<file path="src/rtl/sdram_mon_pkg.sv">
package sdram_mon_pkg;

  typedef enum logic [2:0] {
    CMD_NOP,
    CMD_MRS,
    CMD_REF,
    CMD_ACT,
    CMD_PRE,
    CMD_RD,
    CMD_WR,
    CMD_BST
  } cmd_e;

  localparam int NRULE  = 11;
  localparam int CODE_W = $clog2(NRULE);

  typedef enum logic [CODE_W-1:0] {
    RULE_RCD    = 4'd0,
    RULE_RRD    = 4'd1,
    RULE_RAS    = 4'd2,
    RULE_RC     = 4'd3,
    RULE_RP     = 4'd4,
    RULE_BUSY   = 4'd5,
    RULE_MRD    = 4'd6,
    RULE_WR     = 4'd7,
    RULE_REFI   = 4'd8,
    RULE_CLOSED = 4'd9,
    RULE_REOPEN = 4'd10
  } rule_e;

  typedef struct packed {
    logic rcd;
    logic ras;
    logic rc;
    logic rp;
    logic wr;
    logic closed;
    logic reopen;
  } bank_viol_t;

endpackage

</file>
<file path="src/rtl/sdram_cmd_decode.sv">
module sdram_cmd_decode
  import sdram_mon_pkg::*;
(
  input  logic cs_n,
  input  logic ras_n,
  input  logic cas_n,
  input  logic we_n,
  output cmd_e cmd
);

  always_comb begin
    if (cs_n) begin
      cmd = CMD_NOP;
    end else begin
      unique case ({ras_n, cas_n, we_n})
        3'b000:  cmd = CMD_MRS;
        3'b001:  cmd = CMD_REF;
        3'b011:  cmd = CMD_ACT;
        3'b010:  cmd = CMD_PRE;
        3'b101:  cmd = CMD_RD;
        3'b100:  cmd = CMD_WR;
        3'b110:  cmd = CMD_BST;
        default: cmd = CMD_NOP;
      endcase
    end
  end

endmodule

</file>
<file path="src/rtl/sdram_guard_cnt.sv">
module sdram_guard_cnt #(
  parameter int SPAN = 2
) (
  input  logic clk,
  input  logic rst_n,
  input  logic load,
  output logic busy
);

  localparam int W = (SPAN < 2) ? 1 : $clog2(SPAN + 1);
  localparam logic [W-1:0] LOAD_VAL = W'(SPAN - 1);

  logic [W-1:0] cnt_q;

  always_ff @(posedge clk) begin
    if (!rst_n) begin
      cnt_q <= '0;
    end else if (load) begin
      cnt_q <= LOAD_VAL;
    end else if (cnt_q != '0) begin
      cnt_q <= cnt_q - 1'b1;
    end
  end

  assign busy = (cnt_q != '0);

endmodule

</file>
<file path="src/rtl/sdram_bank_track.sv">
module sdram_bank_track
  import sdram_mon_pkg::*;
#(
  parameter int T_RCD     = 2,
  parameter int T_RAS     = 5,
  parameter int T_RC      = 7,
  parameter int T_RP      = 2,
  parameter int T_WR      = 2,
  parameter int BURST_LEN = 4
) (
  input  logic       clk,
  input  logic       rst_n,
  input  cmd_e       cmd,
  input  logic       sel,
  input  logic       pre_sel,
  output logic       is_open,
  output bank_viol_t viol
);

  localparam int WR_SPAN = BURST_LEN - 1 + T_WR;

  logic act_hit, pre_hit, wr_hit, rw_hit;
  logic rcd_busy, ras_busy, rc_busy, rp_busy, wr_busy;
  logic open_q;

  assign act_hit = (cmd == CMD_ACT) && sel;
  assign pre_hit = (cmd == CMD_PRE) && pre_sel;
  assign wr_hit  = (cmd == CMD_WR)  && sel;
  assign rw_hit  = ((cmd == CMD_RD) || (cmd == CMD_WR)) && sel;

  sdram_guard_cnt #(.SPAN(T_RCD))   u_rcd (.clk(clk), .rst_n(rst_n), .load(act_hit), .busy(rcd_busy));
  sdram_guard_cnt #(.SPAN(T_RAS))   u_ras (.clk(clk), .rst_n(rst_n), .load(act_hit), .busy(ras_busy));
  sdram_guard_cnt #(.SPAN(T_RC))    u_rc  (.clk(clk), .rst_n(rst_n), .load(act_hit), .busy(rc_busy));
  sdram_guard_cnt #(.SPAN(T_RP))    u_rp  (.clk(clk), .rst_n(rst_n), .load(pre_hit), .busy(rp_busy));
  sdram_guard_cnt #(.SPAN(WR_SPAN)) u_wr  (.clk(clk), .rst_n(rst_n), .load(wr_hit),  .busy(wr_busy));

  always_ff @(posedge clk) begin
    if (!rst_n) begin
      open_q <= 1'b0;
    end else if (act_hit) begin
      open_q <= 1'b1;
    end else if (pre_hit) begin
      open_q <= 1'b0;
    end
  end

  always_comb begin
    viol.rcd    = rw_hit  && rcd_busy;
    viol.closed = rw_hit  && !open_q;
    viol.ras    = pre_hit && ras_busy;
    viol.wr     = pre_hit && wr_busy;
    viol.rc     = act_hit && rc_busy;
    viol.rp     = act_hit && rp_busy;
    viol.reopen = act_hit && open_q;
  end

  assign is_open = open_q;

endmodule

</file>
<file path="src/rtl/sdram_global_track.sv">
module sdram_global_track
  import sdram_mon_pkg::*;
#(
  parameter int BA_W     = 2,
  parameter int T_RRD    = 2,
  parameter int T_MRD    = 2,
  parameter int REFI_MAX = 780
) (
  input  logic            clk,
  input  logic            rst_n,
  input  cmd_e            cmd,
  input  logic [BA_W-1:0] ba,
  input  logic            any_open,
  output logic            v_rrd,
  output logic            v_busy,
  output logic            v_mrd,
  output logic            v_refi
);

  localparam int RW = $clog2(REFI_MAX + 3);
  localparam logic [RW-1:0] REFI_HIT = RW'(REFI_MAX + 1);

  logic            is_act, is_mrs, is_ref;
  logic            rrd_busy, mrd_busy;
  logic [BA_W-1:0] last_bank_q;
  logic [RW-1:0]   refi_q;
  logic            refi_on_q;

  assign is_act = (cmd == CMD_ACT);
  assign is_mrs = (cmd == CMD_MRS);
  assign is_ref = (cmd == CMD_REF);

  sdram_guard_cnt #(.SPAN(T_RRD)) u_rrd (.clk(clk), .rst_n(rst_n), .load(is_act), .busy(rrd_busy));
  sdram_guard_cnt #(.SPAN(T_MRD)) u_mrd (.clk(clk), .rst_n(rst_n), .load(is_mrs), .busy(mrd_busy));

  always_ff @(posedge clk) begin
    if (!rst_n) begin
      last_bank_q <= '0;
    end else if (is_act) begin
      last_bank_q <= ba;
    end
  end

  always_ff @(posedge clk) begin
    if (!rst_n) begin
      refi_on_q <= 1'b0;
      refi_q    <= '0;
    end else if (is_ref) begin
      refi_on_q <= 1'b1;
      refi_q    <= RW'(1);
    end else if (refi_on_q && (refi_q <= REFI_HIT)) begin
      refi_q    <= refi_q + 1'b1;
    end
  end

  assign v_rrd  = is_act && rrd_busy && (ba != last_bank_q);
  assign v_busy = (is_mrs || is_ref) && any_open;
  assign v_mrd  = (cmd != CMD_NOP) && mrd_busy;
  assign v_refi = refi_on_q && (refi_q == REFI_HIT);

endmodule

</file>
<file path="src/rtl/sdram_cmd_monitor.sv">
module sdram_cmd_monitor
  import sdram_mon_pkg::*;
#(
  parameter int NBANK     = 4,
  parameter int T_RCD     = 2,
  parameter int T_RRD     = 2,
  parameter int T_RAS     = 5,
  parameter int T_RC      = 7,
  parameter int T_RP      = 2,
  parameter int T_MRD     = 2,
  parameter int T_WR      = 2,
  parameter int BURST_LEN = 4,
  parameter int REFI_MAX  = 780,
  localparam int BA_W     = $clog2(NBANK)
) (
  input  logic              clk,
  input  logic              rst_n,
  input  logic              cs_n,
  input  logic              ras_n,
  input  logic              cas_n,
  input  logic              we_n,
  input  logic [BA_W-1:0]   ba,
  input  logic              a10,
  output logic [NRULE-1:0]  err_flags,
  output logic              err_valid,
  output logic [CODE_W-1:0] err_code
);

  cmd_e             cmd;
  bank_viol_t       bviol [NBANK];
  logic [NBANK-1:0] open_vec;
  logic             v_rrd, v_busy, v_mrd, v_refi;
  logic [NRULE-1:0] hits;
  logic [CODE_W-1:0] first_code;

  sdram_cmd_decode u_dec (
    .cs_n(cs_n), .ras_n(ras_n), .cas_n(cas_n), .we_n(we_n), .cmd(cmd)
  );

  for (genvar b = 0; b < NBANK; b++) begin : g_bank
    logic sel;
    assign sel = (ba == BA_W'(b));
    sdram_bank_track #(
      .T_RCD(T_RCD), .T_RAS(T_RAS), .T_RC(T_RC), .T_RP(T_RP),
      .T_WR(T_WR), .BURST_LEN(BURST_LEN)
    ) u_bank (
      .clk(clk), .rst_n(rst_n), .cmd(cmd), .sel(sel),
      .pre_sel(sel | a10), .is_open(open_vec[b]), .viol(bviol[b])
    );
  end

  sdram_global_track #(
    .BA_W(BA_W), .T_RRD(T_RRD), .T_MRD(T_MRD), .REFI_MAX(REFI_MAX)
  ) u_glob (
    .clk(clk), .rst_n(rst_n), .cmd(cmd), .ba(ba), .any_open(|open_vec),
    .v_rrd(v_rrd), .v_busy(v_busy), .v_mrd(v_mrd), .v_refi(v_refi)
  );

  always_comb begin
    hits = '0;
    hits[RULE_RRD]  = v_rrd;
    hits[RULE_BUSY] = v_busy;
    hits[RULE_MRD]  = v_mrd;
    hits[RULE_REFI] = v_refi;
    for (int b = 0; b < NBANK; b++) begin
      hits[RULE_RCD]    = hits[RULE_RCD]    | bviol[b].rcd;
      hits[RULE_RAS]    = hits[RULE_RAS]    | bviol[b].ras;
      hits[RULE_RC]     = hits[RULE_RC]     | bviol[b].rc;
      hits[RULE_RP]     = hits[RULE_RP]     | bviol[b].rp;
      hits[RULE_WR]     = hits[RULE_WR]     | bviol[b].wr;
      hits[RULE_CLOSED] = hits[RULE_CLOSED] | bviol[b].closed;
      hits[RULE_REOPEN] = hits[RULE_REOPEN] | bviol[b].reopen;
    end
  end

  always_comb begin
    first_code = '0;
    for (int r = NRULE - 1; r >= 0; r--) begin
      if (hits[r]) first_code = CODE_W'(r);
    end
  end

  always_ff @(posedge clk) begin
    if (!rst_n) begin
      err_flags <= '0;
      err_valid <= 1'b0;
      err_code  <= '0;
    end else begin
      err_flags <= err_flags | hits;
      err_valid <= |hits;
      err_code  <= first_code;
    end
  end

endmodule

</file>
<file path="config.mk">
export PLATFORM = sky130hd
export DESIGN_NAME = sdram_cmd_monitor
export DESIGN_NICKNAME = d
export VERILOG_FILES = /design/src/rtl/sdram_mon_pkg.sv /design/src/rtl/sdram_cmd_decode.sv /design/src/rtl/sdram_guard_cnt.sv /design/src/rtl/sdram_bank_track.sv /design/src/rtl/sdram_global_track.sv /design/src/rtl/sdram_cmd_monitor.sv
export SDC_FILE = /design/constraint.sdc
export NUM_CORES = 1
export LEC_CHECK = 0
export ABC_AREA = 1
export BUFFER_PORTS_ARGS = -buffer_cell sky130_fd_sc_hd__clkbuf_2
export CAP_MARGIN = 20
export CORE_MARGIN = 3
export CORE_UTILIZATION = 40
export DETAILED_ROUTE_END_ITERATION = 10
export PLACE_DENSITY = 0.57
export SLEW_MARGIN = 10
export SYNTH_ARGS = -nofsm -noshare
export SYNTH_HDL_FRONTEND = slang
export SYNTH_HIERARCHICAL = 1
export SYNTH_SLANG_ARGS = --single-unit
</file>
<file path="constraint.sdc">
create_clock -name clk -period 3.2 [get_ports clk]
set_input_delay 0.8 -clock clk [delete_from_list [all_inputs] [get_ports clk]]
set_output_delay 0.8 -clock clk [all_outputs]
set_load 0.05 [all_outputs]
</file>
==> reports/qor.csv <==
metric,value,unit
status,completed,
die width,123.9,um
CP bufs+invs,3,
worst setup margin,0.7594,ns
Max stage delay on crit path,0.32,ns
post_cts resized,0,
Critical Setup Path Class,input port to flip-flop,
clock latency on the worst-skew pair,0.35,ns
Clock Sinks,89,
Max Cap Violations,0,
Via Count,4596,
sequential area share after synthesis,0.3207,
Synth Warn #,6,
Crit path required time,3.43,ns
largest net degree at the start of global routing,48,
top_reg_cell synth,dfxtp_1,
DRC viols,0,
Setup Buffers After CTS,0,
Clock Tree Buf Depth,2,
#FFs+latches synth,89,
initial DRC count,244,
Synth async-reset ratio,0,
WL per Instance,10.10,um
synth top area cells,"dfxtp_1, inv_1, nand2_1",
"Distinct cells, synth",30,
H-tree depth,3,
site row count,42,
total power per unit cell area,793.1,nW/um2
met3 Usage GRT,0.03678,
setup tns final,0,ns
Routed WL,10820,um
cell taking the most area after synthesis,dfxtp_1,
post-route ant nets,0,
Critical path origin,ras_n,
CTS buffer count,9,
Yosys top cell area share,0.3207,
met1 Track Usage GR,0.1999,
Hold Path Class,flip-flop to flip-flop,
Synth Instances,853,
global-route wire length before repair,18420,um
ant diodes,0,
gr ovfl total,0,
die area,15340,um2
Commonest cells post-synth,"inv_1, nand2_1, nor2_1, dfxtp_1, ha_1",
Critical Path Slowest Stage Cell,o21ai_0,
Synth Cell Area,5555,um2
Hold Buf Count CTS,0,
Core Area,13400,um2
Final Skew,0.007517,ns
Worst path depth,20,
maximum vdd drop,0.0005401,V
R2R Setup Slk,1.11,ns
Crit Path Max Fanout,21,
met2 Track Usage GR,0.2423,
nets,945,
Post-synth EDFFs,0,
Initial Utilization,0.4146,
Slew @ Worst Pin,0.5420,ns
clk root buf,clkbuf_16,
RR Endpoint,err_code[0]$_SDFF_PP0_,
Max Clk Rate,409.7,MHz
Detailed Place HPWL,8163,um
DR vias/cell,4.291,
CP Cell Sequence,clkbuf_2 > inv_1 > ha_1 > nor2_1 > nor2_1 > nor2_1 > nor2_1 > buf_4 > o21ai_0 > nor2_1 > nor2_2 > nand2_1 > nand2_1 > nand2_1 > nand2_1 > nand2_1 > nand2_1 > nand2_1 > nand2_1 > a21oi_1,
Worst path top cell family by delay,simple AND/OR/NAND/NOR gates,
Worst Setup EP,err_code[0]$_SDFF_PP0_,
Slew HR,0.6375,
RePlAce Congestion,0.8436,
CP arrival,2.67,ns
busiest grt layer,met2,
type of origin of the critical path,input port,
crit path time final,2.441,ns
R2R depth,13,
Pre-antenna DRT Iters,5,
"Reg clk slew, reported paths",0.06,ns
CTS tree,built,
cell repeated most along the worst path,nand2_1,
die height,123.9,um
r2r startpoint,u_glob/refi_q[0]$_SDFFE_PN0P_,
pre-CTS worst setup slack,0.3961,ns
pins over their slew limit,0,
"Avg Cell Area, Syn",6.513,um2
GRT Util Overall,0.1516,
IO Pins,25,
vias in the first global route,4136,
most frequent cell after synthesis,inv_1,
syn_nets,908,
# setup viols final,0,
Final Hold Vio Count,0,
layout cells sized above 1,0.1296,
Pleak,3.403,nW
I/O Buffers,24,
antenna violations before repair,0,
"Area growth, synth to finish",12.70,%
CP endpoint kind,flip-flop,
RSZ-0062 raised after global routing,no,
Tcrit/Tclk final,0.7627,
-- report_power, final --
group | switching [mW] | internal [mW] | leakage, nW | total (mW)
logic | 1.38 | 0.781 | 2.51 | 2.16
clock network | 0.433 | 0.783 | 0.166 | 1.22
registers | 0.165 | 1.42 | 0.729 | 1.59
-- placed cells by master (no fill, tap or decap), types with 2 or more instances in the layout --
cell type | Yosys | layout
nand3_1 | 27 | 27
nand4_2 | 5 | 5
nor3_2 | 2 | 2
o211ai_1 | 4 | 4
clkbuf_16 | 0 | 9
ha_1 | 46 | 46
nand2_2 | 18 | 18
xnor2_1 | 3 | 3
xor2_1 | 5 | 5
bufinv_16 | 0 | 3
a21oi_2 | 11 | 11
nand3_2 | 11 | 11
buf_4 | 1 | 4
nand4_1 | 2 | 2
nor3_1 | 3 | 3
inv_1 | 236 | 236
nor3b_1 | 4 | 4
clkbuf_2 | 0 | 24
nand2_1 | 159 | 159
nor2_2 | 8 | 8
inv_2 | 13 | 13
nor2_1 | 133 | 133
o21ai_0 | 20 | 20
dfxtp_1 | 89 | 89
a21oi_1 | 42 | 42
nor2_4 | 3 | 3
-- stage by stage --
stage          cell area, um2  total power [mW]  hold slack, ns  instances    util
5_1_grt                  6261             5.463          0.4826       1071  0.4672
3_3_place_gp             5916             3.789          0.4430       1055  0.4415
3_5_place_dp             5916             3.790          0.4464       1055  0.4415
4_1_cts                  6261             5.046          0.4548       1071  0.4672
2_1_floorplan            5555             3.368          0.4334        853       -
6_report                 6261             4.966          0.4518       1071  0.4672
-- final cells by class --
class,count,area (um2)
fill,1402,7139
multi-input combinational,512,2809
sequential,89,1782
inverter,249,934.6
clock buffer,11,242.7
tap,176,220.2
timing repair buffer,29,170.2
clock inverter,5,102.6
-- sequential cells by signal, indices dropped and copies added, names as in the netlist --
name,cells
err_flags,11
err_valid,1
u_glob/last_bank_q,2
u_glob/refi_on_q,1
u_glob/u_rrd/cnt_q,2
g_bank.u_bank/u_rcd/cnt_q,8
g_bank.u_bank/u_wr/cnt_q,12
g_bank.u_bank/u_ras/cnt_q,12
g_bank.u_bank/u_rc/cnt_q,12
u_glob/refi_q,10
g_bank.u_bank/is_open,4
g_bank.u_bank/u_rp/cnt_q,8
err_code,4
u_glob/u_mrd/cnt_q,2
-- metal layers --
metal	part of all wire	routed length [um]
met1	0.52	5588
met2	0.44	4793
met3	0.026	283
met4	0.014	150
met5	0	0
-- worst reg2reg max path, delay by kind of cell (launching register included) --
family | cells | cell delay, ns
simple gates | 9 | 0.85
flops | 1 | 0.50
buf+inv | 2 | 0.35
fa+ha+maj | 1 | 0.20
compound gates | 1 | 0.06
-- worst min path at each step --
stage,start,end,slack [ns],cells after the start
after global routing,g_bank[3].u_bank/u_ras/cnt_q[1]$_SDFFE_PP0P_,g_bank[3].u_bank/u_ras/cnt_q[1]$_SDFFE_PP0P_,0.48,2
after detailed placement,g_bank[2].u_bank/u_ras/cnt_q[1]$_SDFFE_PP0P_,g_bank[2].u_bank/u_ras/cnt_q[1]$_SDFFE_PP0P_,0.45,2
after global placement,g_bank[0].u_bank/u_wr/cnt_q[1]$_SDFFE_PP0P_,g_bank[0].u_bank/u_wr/cnt_q[1]$_SDFFE_PP0P_,0.44,2
after floorplan,g_bank[0].u_bank/u_ras/cnt_q[1]$_SDFFE_PP0P_,g_bank[0].u_bank/u_ras/cnt_q[1]$_SDFFE_PP0P_,0.43,2
after CTS,g_bank[2].u_bank/u_ras/cnt_q[1]$_SDFFE_PP0P_,g_bank[2].u_bank/u_ras/cnt_q[1]$_SDFFE_PP0P_,0.45,2
final,g_bank[2].u_bank/u_ras/cnt_q[1]$_SDFFE_PP0P_,g_bank[2].u_bank/u_ras/cnt_q[1]$_SDFFE_PP0P_,0.45,2
-- cells by family (layout without fill, tap and decap cells) --
kind of cell	Yosys count	count (layout)	share of synthesized area
flip-flops	89	89	0.3207
AO/OA/AOI/OAI	81	81	0.08469
buffers and inverters	252	294	0.1736
XOR/XNOR	8	8	0.01261
adder cells (fa/ha/maj)	46	46	0.1036
AND/OR/NAND/NOR	377	377	0.3047
Power figures use the tool's default switching activity.
